--- config.mk ---
export PLATFORM = sky130hd
export DESIGN_NAME = rx_msg_fifo
export DESIGN_NICKNAME = d
export VERILOG_FILES = /design/src/rtl/rx_msg_fifo_pkg.sv /design/src/rtl/rx_msg_fifo_ctrl.sv /design/src/rtl/rx_msg_fifo_store.sv /design/src/rtl/rx_msg_fifo.sv
export SDC_FILE = /design/constraint.sdc
export NUM_CORES = 1
export LEC_CHECK = 0
export CORE_ASPECT_RATIO = 2
export CORE_MARGIN = 2
export CORE_UTILIZATION = 59
export CTS_CLUSTER_DIAMETER = 200
export DETAILED_ROUTE_END_ITERATION = 12
export GPL_TIMING_DRIVEN = 0
export PLACE_DENSITY = 0.87
export SYNTH_ARGS = -nofsm -noshare
export SYNTH_HDL_FRONTEND = slang
export SYNTH_SLANG_ARGS = --single-unit
--- constraint.sdc ---
create_clock -name clk -period 3.25 [get_ports clk]
set_input_delay 0.8125 -clock clk [delete_from_list [all_inputs] [get_ports clk]]
set_output_delay 0.8125 -clock clk [all_outputs]
set_load 0.005 [all_outputs]
--- src/rtl/rx_msg_fifo_pkg.sv ---
package rx_msg_fifo_pkg;
  localparam int SLOTS    = 3;
  localparam int PTR_W    = 2;
  localparam int LEN_W    = 4;
  localparam int PAYLOAD_BYTES = 8;
  localparam int DATA_W   = PAYLOAD_BYTES * 8;

  // pending code lives in the low two bits of the state
  typedef enum logic [2:0] {
    ST_EMPTY = 3'b000,
    ST_ONE   = 3'b001,
    ST_TWO   = 3'b010,
    ST_THREE = 3'b011,
    ST_OVR   = 3'b111
  } fifoState_t;

  typedef struct packed {
    logic push;
    logic pop;
  } fifoCmd_t;
endpackage

--- src/rtl/rx_msg_fifo_ctrl.sv ---
module rx_msg_fifo_ctrl
  import rx_msg_fifo_pkg::*;
(
  input  logic     clk,
  input  logic     rstN,
  input  logic     msgValid,
  input  logic     relStrobe,
  input  logic     ovrClr,
  output fifoCmd_t cmd,
  output logic [1:0] pendCount,
  output logic     ovrFlag,
  output logic     mbValid
);
  fifoState_t state, stateNext;
  logic       ovrReg, ovrNext;
  logic       isFull, doPop, doPush, lose;

  always_comb begin
    isFull = (state == ST_THREE) || (state == ST_OVR);
    doPop  = relStrobe && (state != ST_EMPTY);
    doPush = msgValid && (!isFull || doPop);
    lose   = msgValid && isFull && !doPop;
  end

  always_comb begin
    stateNext = state;
    unique case (state)
      ST_EMPTY: if (doPush) stateNext = ST_ONE;
      ST_ONE: begin
        if (doPush && !doPop)      stateNext = ST_TWO;
        else if (doPop && !doPush) stateNext = ST_EMPTY;
      end
      ST_TWO: begin
        if (doPush && !doPop)      stateNext = ST_THREE;
        else if (doPop && !doPush) stateNext = ST_ONE;
      end
      ST_THREE: begin
        if (lose)                  stateNext = ST_OVR;
        else if (doPop && !doPush) stateNext = ST_TWO;
      end
      ST_OVR: begin
        if (doPop && !doPush)      stateNext = ST_TWO;
        else if (doPop && doPush)  stateNext = ST_OVR;
        else if (lose)             stateNext = ST_OVR;
        else if (ovrClr)           stateNext = ST_THREE;
      end
      default: stateNext = ST_EMPTY;
    endcase
  end

  always_comb begin
    ovrNext = ovrReg;
    if (lose)        ovrNext = 1'b1;
    else if (ovrClr) ovrNext = 1'b0;
  end

  always_ff @(posedge clk or negedge rstN) begin
    if (!rstN) begin
      state  <= ST_EMPTY;
      ovrReg <= 1'b0;
    end else begin
      state  <= stateNext;
      ovrReg <= ovrNext;
    end
  end

  assign cmd.push  = doPush;
  assign cmd.pop   = doPop;
  assign pendCount = state[1:0];
  assign ovrFlag   = ovrReg;
  assign mbValid   = (state != ST_EMPTY);
endmodule

--- src/rtl/rx_msg_fifo_store.sv ---
module rx_msg_fifo_store
  import rx_msg_fifo_pkg::*;
#(
  parameter int ID_W = 11
) (
  input  logic              clk,
  input  logic              rstN,
  input  fifoCmd_t          cmd,
  input  logic [ID_W-1:0]   inId,
  input  logic [LEN_W-1:0]  inLen,
  input  logic [DATA_W-1:0] inData,
  output logic [ID_W-1:0]   outId,
  output logic [LEN_W-1:0]  outLen,
  output logic [DATA_W-1:0] outData
);
  localparam int ENTRY_W = ID_W + LEN_W + DATA_W;
  localparam logic [PTR_W-1:0] LAST = PTR_W'(SLOTS - 1);

  logic [ENTRY_W-1:0] slotMem [SLOTS];
  logic [PTR_W-1:0]   wrPtr, rdPtr;

  function automatic logic [PTR_W-1:0] bump(input logic [PTR_W-1:0] p);
    return (p == LAST) ? '0 : p + 1'b1;
  endfunction

  always_ff @(posedge clk or negedge rstN) begin
    if (!rstN) begin
      wrPtr <= '0;
      rdPtr <= '0;
    end else begin
      if (cmd.push) wrPtr <= bump(wrPtr);
      if (cmd.pop)  rdPtr <= bump(rdPtr);
    end
  end

  for (genvar s = 0; s < SLOTS; s++) begin : g_slot
    always_ff @(posedge clk or negedge rstN) begin
      if (!rstN)
        slotMem[s] <= '0;
      else if (cmd.push && (wrPtr == PTR_W'(s)))
        slotMem[s] <= {inId, inLen, inData};
    end
  end

  logic [ENTRY_W-1:0] head;
  always_comb begin
    head = '0;
    for (int s = 0; s < SLOTS; s++)
      if (rdPtr == PTR_W'(s)) head = slotMem[s];
  end

  assign {outId, outLen, outData} = head;
endmodule

--- src/rtl/rx_msg_fifo.sv ---
module rx_msg_fifo
  import rx_msg_fifo_pkg::*;
#(
  parameter int ID_W = 11
) (
  input  logic              clk,
  input  logic              rstN,
  input  logic              msgValid,
  input  logic [ID_W-1:0]   msgId,
  input  logic [3:0]        msgLen,
  input  logic [63:0]       msgData,
  input  logic              relStrobe,
  input  logic              ovrClr,
  output logic [1:0]        pendCount,
  output logic              ovrFlag,
  output logic              mbValid,
  output logic [ID_W-1:0]   mbId,
  output logic [3:0]        mbLen,
  output logic [63:0]       mbData
);
  fifoCmd_t cmd;

  rx_msg_fifo_ctrl u_ctrl (
    .clk       (clk),
    .rstN      (rstN),
    .msgValid  (msgValid),
    .relStrobe (relStrobe),
    .ovrClr    (ovrClr),
    .cmd       (cmd),
    .pendCount (pendCount),
    .ovrFlag   (ovrFlag),
    .mbValid   (mbValid)
  );

  rx_msg_fifo_store #(.ID_W(ID_W)) u_store (
    .clk     (clk),
    .rstN    (rstN),
    .cmd     (cmd),
    .inId    (msgId),
    .inLen   (msgLen),
    .inData  (msgData),
    .outId   (mbId),
    .outLen  (mbLen),
    .outData (mbData)
  );
endmodule

==> flow_summary.toml <==
[logic_synthesis]
dominantRegCellSynth = "dfrtp_1"
mappedNetlistNets = 905
async_flop_share_pct = 100
syn_avg_cell_area_um2 = 14.2
yosysSeqAreaShare_pct = 52.6
cell_count_after_synthesis = 818
synth-seq-cells = 245
synth_top_cell_by_area = "dfrtp_1"
synthDistinctLibCells = 33
netlist_top_cells_area = "dfrtp_1 53%, mux2_4 19%, mux2_2 7.8%"
yosys_synthesis_warning_count = 0
synth_top_area_share_pct = 52.6
synth-edff-count = 0
syn-cell-area_mm2 = 0.0116

[clock_tree]
cts.htree.levels = 1
cts-root-buf = "clkbuf_16"
cts_max_path_buffers = 3
clock_insertion_delay_worst_skew_ns = 0.49
tritoncts = "built"
cts_num_sinks = 245
cts_buffers = 21
path_clk_slew_ns = 0.07

[setup_path]
cp-start-kind = "flip-flop"
crit_fanout = 10
critical_path.endpoint_type = "output port"
regToRegSetupSlack_ns = 1.02
r2r_start = "u_ctrl.state[0]"
critical_path_arrival_ns = 2.36
crit-reg2reg-capture = "u_ctrl.state[0]"
worst_ep_required_time_ns = 2.44
timing.reg2reg.worst_path_depth = 8
critical_path_class = "reg2out"
critPathLaunch = "u_store.rdPtr[1]"

[detailed_routing]
via_count = 7155
vias_per_cell = 5.58
drtIter0Drc = 243
antenna_violating_nets_post_route = 0
route.final.wire_length_mm = 25.9
drt_drc_violations_left = 0
detailedRoute.firstPassIterationCount = 4
per_cell_routed_wire_length_um = 20.2

[global_routing]
initial_antenna_violation_count = 0
met2_track_demand_over_resource_in_global_routing_pct = 45.5
global_route.overflow_total = 0
grtUsageTotal_pct = 25.3
grt_pass1_wl_mm = 41.4
via_count_of_the_first_global_routing_pass = 8030
use_met3_pct = 3.58
met1_usage_pct = 29.4
top_usage_layer = "met2"
grt_max_degree = 96

[timing]
timing.final.max_slew_violations = 0
worst_pin_slew_ns = 0.556
finalCritPeriodShare_pct = 97.5
finalSetupTns_ns = 0
setup_slack_ns = 0.0819
final_period_minus_worst_setup_slack_ns = 3.17
finalSetupViolCount = 0
unrepaired_setup_endpoints_after_global_routing = "no"
maxSlewHeadroom_pct = 62.9
maxClockFrequency_mhz = 316
fin_worst_skew_ns = 0.00896
hold_violations = 0

[run]
cap_violations = 0

[floorplan]
floorplan.die.width_um = 103
floorplan.die.height_um = 203
design.portCount = 167
design.core.area_mm2 = 0.0194
area_of_the_die_mm2 = 0.0210
row_count = 72
floorplan.initialDensity_pct = 60.1

[layout]
mostFrequentLayoutCell = "dfrtp_1"
final_util_pct = 74.8
area.growth.synth_to_final_pct = 24.3
most-common-layout-cells = "245 x dfrtp_1, 165 x clkdlybuf4s50_1, 148 x mux2_4, 86 x nand2_1, 81 x mux2_2"
n_antenna_cell = 0
final_area_mm2 = 0.0145
share_of_cells_above_drive_strength_1_pct = 31.3
design.final.nets = 1096

[min_path]
hold_path.class = "in2async"

[place]
gpl_congestion = 0.784
pre_cts_ws_ns = -0.185
placement.cell_area_mm2 = 0.0137
portBuffers = 166
hpwl_mm = 17.6

[power_and_ir_drop]
power.ir.vdd_worst_mv = 0.696
leakagePower_nw = 6.72
p_per_area_mw_per_mm2 = 1080

[run_status]
outcome = "finished, final reports clean"
==> routing by layer <==
metal / part of all wire, % / routed length [um]
met4: 3.7 / 959
met1: 38 / 9860
met2: 54 / 14000
met5: 0 / 0
met3: 4.0 / 1020
==> power breakdown <==
part	switching (W)	internal (W)	total (W)
Clock	0.00109	0.00157	0.00266
Sequential	0.000912	0.00462	0.00553
Combinational	0.00275	0.00463	0.00738
Total	0.00475	0.0108	0.0156
==> worst max-delay path: stages, from the launching register on <==
cell	delay [ns]
dfrtp_1	0.38
clkbuf_2	0.24
clkbuf_1	0.30
o21ai_0	0.37
clkdlybuf4s50_1	0.57
==> what timing repair did <==
| action | in CTS | in global routing |
|---|---|---|
| hold buffers | 0 | 0 |
| endpoints found under the setup margin | 79 | 30 |
| buffers inserted | 0 | 0 |
| resized for setup | 21 | 15 |
==> flip-flops by register name, summed over array words and instances, names as in the netlist <==
name,cells
u_ctrl.ovrFlag,1
u_ctrl.state,3
u_store.rdPtr,2
u_store.slotMem,237
u_store.wrPtr,2
==> cells by family (layout without fill, tap and decap cells) <==
logic type | Yosys count | in the layout | synth area share (%)
fa+ha+maj | 3 | 3 | 0.322
flops | 245 | 245 | 52.6
buf+inv | 61 | 266 | 4.66
mux | 317 | 317 | 34.6
simple gates | 99 | 99 | 3.63
compound gates | 93 | 93 | 4.21
==> cells in the mapped netlist, types with 2 or more instances <==
library cell  number
o22ai_1            2
buf_4              2
buf_2             13
clkbuf_1          19
nand2b_1           2
inv_1              5
mux2_4           148
ha_1               3
nand2_1           86
mux2_2            81
buf_12            16
dfrtp_1          245
a21o_1             2
buf_6              4
a21oi_1            3
mux2i_1           80
nor3_1             2
mux2_1             8
o21ai_0           83
==> final cells by class <==
cell class                      count  area, um^2
Sequential cell                   245        6130
Multi-Input combinational cell    512        4980
Fill cell                        1236        4890
Timing Repair Buffer              168        1720
Clock buffer                       34         674
Buffer                             55         568
Tap cell                          259         324
Clock inverter                      3        65.1
Inverter                            6        22.5
==> how the worst max path moves through the flow <==
stage | endpoint | depth (start not counted)
after global routing | mbData[53] | 4
after detailed placement | mbId[6] | 7
after CTS | mbLen[3] | 6
after floorplan | mbId[0] | 6
after global placement | u_store.slotMem[39] | 1
final | mbData[21] | 4
==> metrics by stage <==
step	hold WS, ns	total power, W	instances
after CTS	0.282	0.0157	1282
after global placement	0.473	0.0126	1243
after detailed placement	0.484	0.0128	1245
after global routing	0.304	0.0164	1282
final	0.268	0.0156	1282
after floorplan	0.464	0.00988	818
Note: power is estimated with default switching activity, not from simulation.
